File: config.mk
export PLATFORM = sky130hd
export DESIGN_NAME = stepDivider
export DESIGN_NICKNAME = d
export VERILOG_FILES = /design/src/rtl/stepDivPkg.sv /design/src/rtl/stepDivCtrl.sv /design/src/rtl/stepDivPath.sv /design/src/rtl/stepDivider.sv
export SDC_FILE = /design/constraint.sdc
export NUM_CORES = 1
export LEC_CHECK = 0
export BUFFER_PORTS_ARGS = -buffer_cell sky130_fd_sc_hd__buf_2
export CORE_UTILIZATION = 65
export DETAILED_ROUTE_END_ITERATION = 12
export PLACE_DENSITY = 0.92
export SLEW_MARGIN = 5
export SYNTH_ARGS = -nofsm -noshare
export SYNTH_HDL_FRONTEND = slang
export SYNTH_SLANG_ARGS = --single-unit
export TNS_END_PERCENT = 50
File: constraint.sdc
create_clock -name clk -period 10.4 [get_ports clk]
set_input_delay 1.56 -clock clk [delete_from_list [all_inputs] [get_ports clk]]
set_output_delay 1.56 -clock clk [all_outputs]
set_load 0.005 [all_outputs]
File: src/rtl/stepDivPkg.sv
package stepDivPkg;
  typedef struct packed {
    logic load;
    logic setup;
    logic iter;
    logic fix;
    logic wb;
  } divStrobes_t;
endpackage

File: src/rtl/stepDivCtrl.sv
module stepDivCtrl
  import stepDivPkg::*;
#(
  parameter int QW = 16
) (
  input  logic        clk,
  input  logic        rstN,
  input  logic        start,
  input  logic        stepEn,
  output logic        busy,
  output logic        done,
  output divStrobes_t stb
);
  localparam int STEPS = QW + 3;
  localparam int CW = $clog2(STEPS + 1);
  localparam logic [CW-1:0] FIRST_ITER = CW'(1);
  localparam logic [CW-1:0] LAST_ITER  = CW'(QW);
  localparam logic [CW-1:0] FIX_STEP   = CW'(QW + 1);
  localparam logic [CW-1:0] LAST_STEP  = CW'(STEPS - 1);

  logic [CW-1:0] stepCnt;
  logic          advance;

  assign advance = busy && stepEn;

  always_comb begin
    stb = '0;
    stb.load = start && !busy;
    if (advance) begin
      if (stepCnt == '0)
        stb.setup = 1'b1;
      else if (stepCnt >= FIRST_ITER && stepCnt <= LAST_ITER)
        stb.iter = 1'b1;
      else if (stepCnt == FIX_STEP)
        stb.fix = 1'b1;
      else if (stepCnt == LAST_STEP)
        stb.wb = 1'b1;
    end
  end

  always_ff @(posedge clk) begin
    if (!rstN) begin
      busy    <= 1'b0;
      done    <= 1'b0;
      stepCnt <= '0;
    end else begin
      done <= 1'b0;
      if (stb.load) begin
        busy    <= 1'b1;
        stepCnt <= '0;
      end else if (advance) begin
        if (stepCnt == LAST_STEP) begin
          busy    <= 1'b0;
          done    <= 1'b1;
          stepCnt <= '0;
        end else begin
          stepCnt <= stepCnt + 1'b1;
        end
      end
    end
  end

  AST_STROBE_ONEHOT: assert property (@(posedge clk) disable iff (!rstN)
    $onehot0(stb));
  AST_DONE_PULSE: assert property (@(posedge clk) disable iff (!rstN)
    done |=> !done);
  AST_DONE_NOT_BUSY: assert property (@(posedge clk) disable iff (!rstN)
    done |-> !busy);
  AST_DONE_AFTER_LAST: assert property (@(posedge clk) disable iff (!rstN)
    $rose(done) |-> $past(stepCnt) == LAST_STEP);
  AST_PAUSE_HOLD: assert property (@(posedge clk) disable iff (!rstN)
    busy && !stepEn |=> busy && $stable(stepCnt));
  AST_START_BUSY: assert property (@(posedge clk) disable iff (!rstN)
    start && !busy |=> busy && stepCnt == '0);
endmodule

File: src/rtl/stepDivPath.sv
module stepDivPath
  import stepDivPkg::*;
#(
  parameter int QW = 16
) (
  input  logic              clk,
  input  logic              rstN,
  input  divStrobes_t       stb,
  input  logic [2*QW-1:0]   dividend,
  input  logic [QW-1:0]     divisor,
  input  logic              wideMode,
  input  logic              signedMode,
  output logic [QW-1:0]     quotient,
  output logic [QW-1:0]     remainder,
  output logic              divZero,
  output logic              overflow
);
  localparam int DW = 2 * QW;
  localparam logic [QW-1:0] HALF = {1'b1, {(QW-1){1'b0}}};

  logic [DW-1:0] dvdRaw;
  logic [QW-1:0] dvsRaw;
  logic          wideR;
  logic          sgnR;

  logic [QW-1:0] remR;
  logic [QW-1:0] quoR;
  logic [QW-1:0] dvsMag;
  logic          negQ;
  logic          negR;
  logic          dzR;
  logic          ovR;

  logic [DW-1:0] dvdExt;
  logic          dvdNeg;
  logic [DW-1:0] dvdMag;
  logic          dvsNeg;
  logic [QW-1:0] dvsAbs;
  logic          dvsIsZero;

  logic [QW:0]   shifted;
  logic [QW:0]   diff;
  logic          take;
  logic [QW-1:0] nextRem;
  logic          fixOverflow;

  always_comb begin
    if (wideR)
      dvdExt = dvdRaw;
    else if (sgnR)
      dvdExt = {{QW{dvdRaw[QW-1]}}, dvdRaw[QW-1:0]};
    else
      dvdExt = {{QW{1'b0}}, dvdRaw[QW-1:0]};
    dvdNeg    = sgnR && dvdExt[DW-1];
    dvdMag    = dvdNeg ? (~dvdExt + 1'b1) : dvdExt;
    dvsNeg    = sgnR && dvsRaw[QW-1];
    dvsAbs    = dvsNeg ? (~dvsRaw + 1'b1) : dvsRaw;
    dvsIsZero = (dvsRaw == '0);
  end

  always_comb begin
    shifted = {remR, quoR[QW-1]};
    diff    = shifted - {1'b0, dvsMag};
    take    = !diff[QW];
    nextRem = take ? diff[QW-1:0] : shifted[QW-1:0];
  end

  assign fixOverflow = wideR && sgnR && !dzR &&
                       (negQ ? (quoR > HALF) : quoR[QW-1]);

  always_ff @(posedge clk) begin
    if (!rstN) begin
      dvdRaw <= '0;
      dvsRaw <= '0;
      wideR  <= 1'b0;
      sgnR   <= 1'b0;
    end else if (stb.load) begin
      dvdRaw <= dividend;
      dvsRaw <= divisor;
      wideR  <= wideMode;
      sgnR   <= signedMode;
    end
  end

  always_ff @(posedge clk) begin
    if (!rstN) begin
      remR   <= '0;
      quoR   <= '0;
      dvsMag <= '0;
      negQ   <= 1'b0;
      negR   <= 1'b0;
      dzR    <= 1'b0;
      ovR    <= 1'b0;
    end else if (stb.setup) begin
      remR   <= dvdMag[DW-1:QW];
      quoR   <= dvdMag[QW-1:0];
      dvsMag <= dvsAbs;
      negQ   <= dvdNeg ^ dvsNeg;
      negR   <= dvdNeg;
      dzR    <= dvsIsZero;
      ovR    <= wideR && !dvsIsZero && (dvdMag[DW-1:QW] >= dvsAbs);
    end else if (stb.iter) begin
      remR <= nextRem;
      quoR <= {quoR[QW-2:0], take};
    end else if (stb.fix) begin
      quoR <= negQ ? (~quoR + 1'b1) : quoR;
      remR <= negR ? (~remR + 1'b1) : remR;
      if (fixOverflow)
        ovR <= 1'b1;
    end
  end

  always_ff @(posedge clk) begin
    if (!rstN) begin
      quotient  <= '0;
      remainder <= '0;
      divZero   <= 1'b0;
      overflow  <= 1'b0;
    end else if (stb.wb) begin
      quotient  <= dzR ? '1 : quoR;
      remainder <= dzR ? dvdRaw[QW-1:0] : remR;
      divZero   <= dzR;
      overflow  <= ovR;
    end
  end

  AST_WORK_HOLD: assert property (@(posedge clk) disable iff (!rstN)
    !(stb.setup || stb.iter || stb.fix) |=> $stable(remR) && $stable(quoR));
  AST_RESULT_HOLD: assert property (@(posedge clk) disable iff (!rstN)
    !stb.wb |=> $stable(quotient) && $stable(remainder) && $stable(divZero) && $stable(overflow));
  AST_DZ_QUOT: assert property (@(posedge clk) disable iff (!rstN)
    divZero |-> quotient == '1);
  AST_DZ_NO_OVERFLOW: assert property (@(posedge clk) disable iff (!rstN)
    divZero |-> !overflow);
  AST_REM_BOUND: assert property (@(posedge clk) disable iff (!rstN)
    stb.iter && !ovR && !dzR |=> remR < dvsMag);
  AST_NARROW_NO_OVERFLOW: assert property (@(posedge clk) disable iff (!rstN)
    stb.wb && !wideR |=> !overflow);
endmodule

File: src/rtl/stepDivider.sv
module stepDivider
  import stepDivPkg::*;
#(
  parameter int QW = 16
) (
  input  logic          clk,
  input  logic          rstN,
  input  logic          start,
  input  logic [31:0]   dividend,
  input  logic [15:0]   divisor,
  input  logic          wideMode,
  input  logic          signedMode,
  input  logic          stepEn,
  output logic          busy,
  output logic          done,
  output logic [15:0]   quotient,
  output logic [15:0]   remainder,
  output logic          divZero,
  output logic          overflow
);
  divStrobes_t stb;

  stepDivCtrl #(.QW(QW)) uCtrl (
    .clk    (clk),
    .rstN   (rstN),
    .start  (start),
    .stepEn (stepEn),
    .busy   (busy),
    .done   (done),
    .stb    (stb)
  );

  stepDivPath #(.QW(QW)) uPath (
    .clk        (clk),
    .rstN       (rstN),
    .stb        (stb),
    .dividend   (dividend),
    .divisor    (divisor),
    .wideMode   (wideMode),
    .signedMode (signedMode),
    .quotient   (quotient),
    .remainder  (remainder),
    .divZero    (divZero),
    .overflow   (overflow)
  );
endmodule

==> summary by stage <==
Worst setup path
The arrival time of the worst setup path is 4200 ps. The largest fanout of any net on the critical path is 27. STA puts the critical path data required time at 10,660 ps. The critical path in this run is classified as reg2reg. The largest single stage delay on the critical path is 930 ps. Walking the worst path, the cells encountered are inv_1, and3_1, nor4_4, o2111ai_1, o21ai_1, xor2_1, ha_1, nand4_1, nor2_1, a21oi_1, o2111a_1, a221oi_1. The worst setup path is captured at a register.

The critical path's slowest cell is sky130_fd_sc_hd__dfxtp_1. The type of element launching the critical path is a register.

Yosys
The number of synthesized flops with an enable pin is 0. During synthesis, Yosys emitted a total of 0 warnings. The fraction of synthesis flops using an asynchronous set or reset pin is 0%.

Among all flip-flop cells after synthesis, the most frequent one is sky130_fd_sc_hd__dfxtp_1. The count of state elements after synthesis is 143. Yosys mapped the design onto 72 distinct sky130hd cell types.

Ranked by total cell area, the synthesized netlist is headed by sky130_fd_sc_hd__dfxtp_1, sky130_fd_sc_hd__nand2_1, sky130_fd_sc_hd__a21oi_1. The sequential share of the synthesized area is 31.8%. The gate count after technology mapping is 1,178.

The average size of a mapped cell is 7.65 um^2. After synthesis the cells add up to 9010 um^2. The largest total area in the synthesized netlist belongs to sky130_fd_sc_hd__dfxtp_1. Counting every net in the synthesized netlist gives 1,273.

The share of Yosys cell area claimed by the top area cell type is 31.8%.

Cells and area
The count of inserted antenna diode cells is 0. The final design utilization is 74.0%. The cell area after layout is 9920 um^2. The number of nets in the layout is 1,304. The area growth from synthesis to layout is 10.0%. The post-route non-filler standard cell count is 1,397. The share of final-layout standard cells stronger than drive strength 1 is 12.3%. Fill cells in the final layout number 975.

CTS
The number of buffers inserted by post-CTS setup repair is 0. The clock transition at the register clock pins on the worst setup and hold paths after CTS is 60 ps. The total clock buffers created by CTS is 17.

The number of hold buffers added after CTS is 0. The number of clock sinks is 143. The maximum clock path buffer count is 2. In this run the number of H-tree levels came out at 4. In this run, post-CTS repair resized a total of 0 instances. The root buffer cell is sky130_fd_sc_hd__clkbuf_16. The clock reaches the later pin of the worst-skew pair after 430 ps. The clock tree from TritonCTS is built.

Worst hold path
The tightest min-delay check is of the reg2reg type.

Placed design
The number of placed instances, taps included is 1,366. Routability-driven placement finished with a final weighted congestion of 0.955. During placement, the flow inserted port buffers numbering 89.

The post-detailed-placement cell area is 9290 um^2. The wire-length estimate of the detail-placed layout is 17,300 um. Prior to clock tree synthesis, the placed netlist has a worst setup slack of 6310 ps.

Floorplan
Measured along the y axis, the die boundary spans 120 um. The area of the die is 14,300 um^2. The number of top-level pins is 90. The area of the core is 13,400 um^2.

The die outline width is 120 um. The floorplan has 42 rows. For this configuration, the core starts out at a cell density of 67.3%.

Timing
Measured against its own limit, the worst slew margin works out to 22.9%. Dividing the final minimum period by the clock period gives 37.9%. The max-slew violation count is 0. The maximum clock rate is 0.254 GHz. The setup clock skew after layout is 12.7 ps.

Setup repair after global routing left no endpoint under its margin. At the pin with the least slew margin, the transition time is 1160 ps. In the post-route analysis, the smallest setup slack over all paths is 6460 ps. The number of hold violations in the final report is 0.

The final-report setup violation count is 0. The tightest hold path in the finished design has a slack of 456 ps. Summed over all failing endpoints, the final setup total negative slack is 0 ps.

The routed design could run at a clock period as short as 3940 ps.

Power and ir drop
The total power is 1.62 mW. The worst-case vdd ir drop is 0.145 mV. The leakage power is 3.84 nW. For this design the ratio of total power to cell area is 163 nW/um^2.

Detailed routing
In the final routed layout, each cell accounts on average for 17.9 um. The detailed router's first-iteration violation count is 1,241. The number of routed nets with antenna violations is 0. The post-detailed-routing wire length is 24,900 um. The mean number of vias per cell is 6.51. The final routed DRC violation total is 0. The total via count in the routed design is 9,094. The number of optimization iterations in the first detailed-route pass is 7.

GRT
Across every metal layer, demand over resource in global routing totals 35.2%. The first-pass GRT wire length is 40,000 um. The number of antenna violations at the first check in global routing is 0. The number of global-route vias before repair is 8,113. The remaining global-route overflow is 0.

The largest net degree at the start of global routing is 79.

Outcome
The flow ran to the end, and the final reports show no timing, DRC or antenna violations.

Job
The tool flagged a number of max-cap violations equal to 0.
==> cell type report <==
type                       count  area, um^2  share of cell area [%]
clock inverter                 8         129                    1.30
inverter                      36         136                    1.38
clock buffer                  23         498                    5.02
timing repair buffer          96         498                    5.02
tap                          176         220                    2.22
sequential                   143        2860                    28.9
multi-input combinational    915        5570                    56.2
==> cell families after synthesis <==
family          synth area share [%]
fa+ha+maj                       5.78
buf+inv                         6.58
flops                           31.8
simple gates                    22.6
xor+xnor                        6.40
mux                             3.54
compound gates                  23.3
==> flip-flops by register name (all words and copies together), names as in the netlist, 5 cells and up <==
register / flops
uPath.quoR: 16
uPath.remR: 16
uPath.remainder: 16
uPath.dvsMag: 16
uPath.dvdRaw: 32
uPath.dvsRaw: 16
uCtrl.stepCnt: 5
uPath.quotient: 16
==> where the power goes <==
part	internal, mW	switching (mW)
combinational	0.148	0.214
clock	0.408	0.232
sequential	0.571	0.0425
==> path summary, 6_finish.rpt <==
kind,startpoint,to,slack [ps],cells after the start
max,uPath.wideR$_SDFFE_PN0P_,uPath.ovR$_SDFFE_PN0P_,6460,12
min,uPath.dvsMag[15]$_SDFFE_PN0P_,uPath.dvsMag[15]$_SDFFE_PN0P_,460,2
max reg2reg,uPath.wideR$_SDFFE_PN0P_,uPath.ovR$_SDFFE_PN0P_,6460,12
min reg2reg,uPath.dvsMag[15]$_SDFFE_PN0P_,uPath.dvsMag[15]$_SDFFE_PN0P_,460,2
==> cells in the final DEF (no fill, tap or decap), types with 4 or more instances in the layout <==
master,n
sky130_fd_sc_hd__a21oi_1,125
sky130_fd_sc_hd__a31oi_1,7
sky130_fd_sc_hd__or4_1,5
sky130_fd_sc_hd__nand3_1,21
sky130_fd_sc_hd__mux2_2,7
sky130_fd_sc_hd__a211oi_1,41
sky130_fd_sc_hd__o31ai_1,9
sky130_fd_sc_hd__buf_2,89
sky130_fd_sc_hd__a221oi_1,10
sky130_fd_sc_hd__nand3b_1,4
sky130_fd_sc_hd__xor2_1,29
sky130_fd_sc_hd__mux2i_1,24
sky130_fd_sc_hd__a21o_1,9
sky130_fd_sc_hd__o21a_1,5
sky130_fd_sc_hd__and3_1,5
sky130_fd_sc_hd__nor2b_1,7
sky130_fd_sc_hd__buf_4,7
sky130_fd_sc_hd__nand4_1,7
sky130_fd_sc_hd__a222oi_1,4
sky130_fd_sc_hd__dfxtp_1,143
sky130_fd_sc_hd__o21ai_0,62
sky130_fd_sc_hd__ha_1,40
sky130_fd_sc_hd__nand2_1,171
sky130_fd_sc_hd__clkbuf_8,5
sky130_fd_sc_hd__o211ai_1,14
sky130_fd_sc_hd__nand2b_1,9
sky130_fd_sc_hd__clkinvlp_4,4
sky130_fd_sc_hd__o22ai_1,7
sky130_fd_sc_hd__o221ai_1,5
sky130_fd_sc_hd__o31a_1,4
sky130_fd_sc_hd__clkbuf_16,17
sky130_fd_sc_hd__nor2_1,115
sky130_fd_sc_hd__nor3_1,57
sky130_fd_sc_hd__inv_1,35
sky130_fd_sc_hd__and2_1,11
sky130_fd_sc_hd__nor4_1,9
sky130_fd_sc_hd__or3_1,7
sky130_fd_sc_hd__xnor2_1,35
==> cell usage after synthesis, drive strengths merged (6+ instances only) <==
cell    instances
nor3           58
or4             6
nor2          115
nand3          21
or3             8
a21oi         125
a221oi         11
nand2b         10
a31oi           7
a211oi         42
nor4           11
clkbuf         72
o211ai         14
inv            36
o22ai           7
a21o            9
buf            10
mux2i          24
o21ai          64
nand4           7
nand2         172
mux2            7
ha             40
xnor2          36
xor2           29
and2           12
nor2b           8
o31ai           9
dfxtp         143
==> worst max-delay path: cells and delay by family, from the launching register on <==
| family | cells | cell delay [ps] |
|---|---|---|
| AOI/OAI and AO/OA | 5 | 880 |
| xor gates and xnor gates | 1 | 310 |
| adders and majority gates | 1 | 300 |
| buffers and inverters | 1 | 360 |
| DFF | 1 | 930 |
| and+or+nand+nor | 4 | 990 |
==> metal layers <==
metal	vias up	routed length (um)	GRT usage, %	part of all wire, %
met1	4145	10200	45.6	41
met4	0	710	13.8	2.8
met5	-	0	0	0
met3	87	3030	11.4	12
li1	4258	-	-	-
met2	604	11000	54.0	44
(Power assumes the default switching activity.)
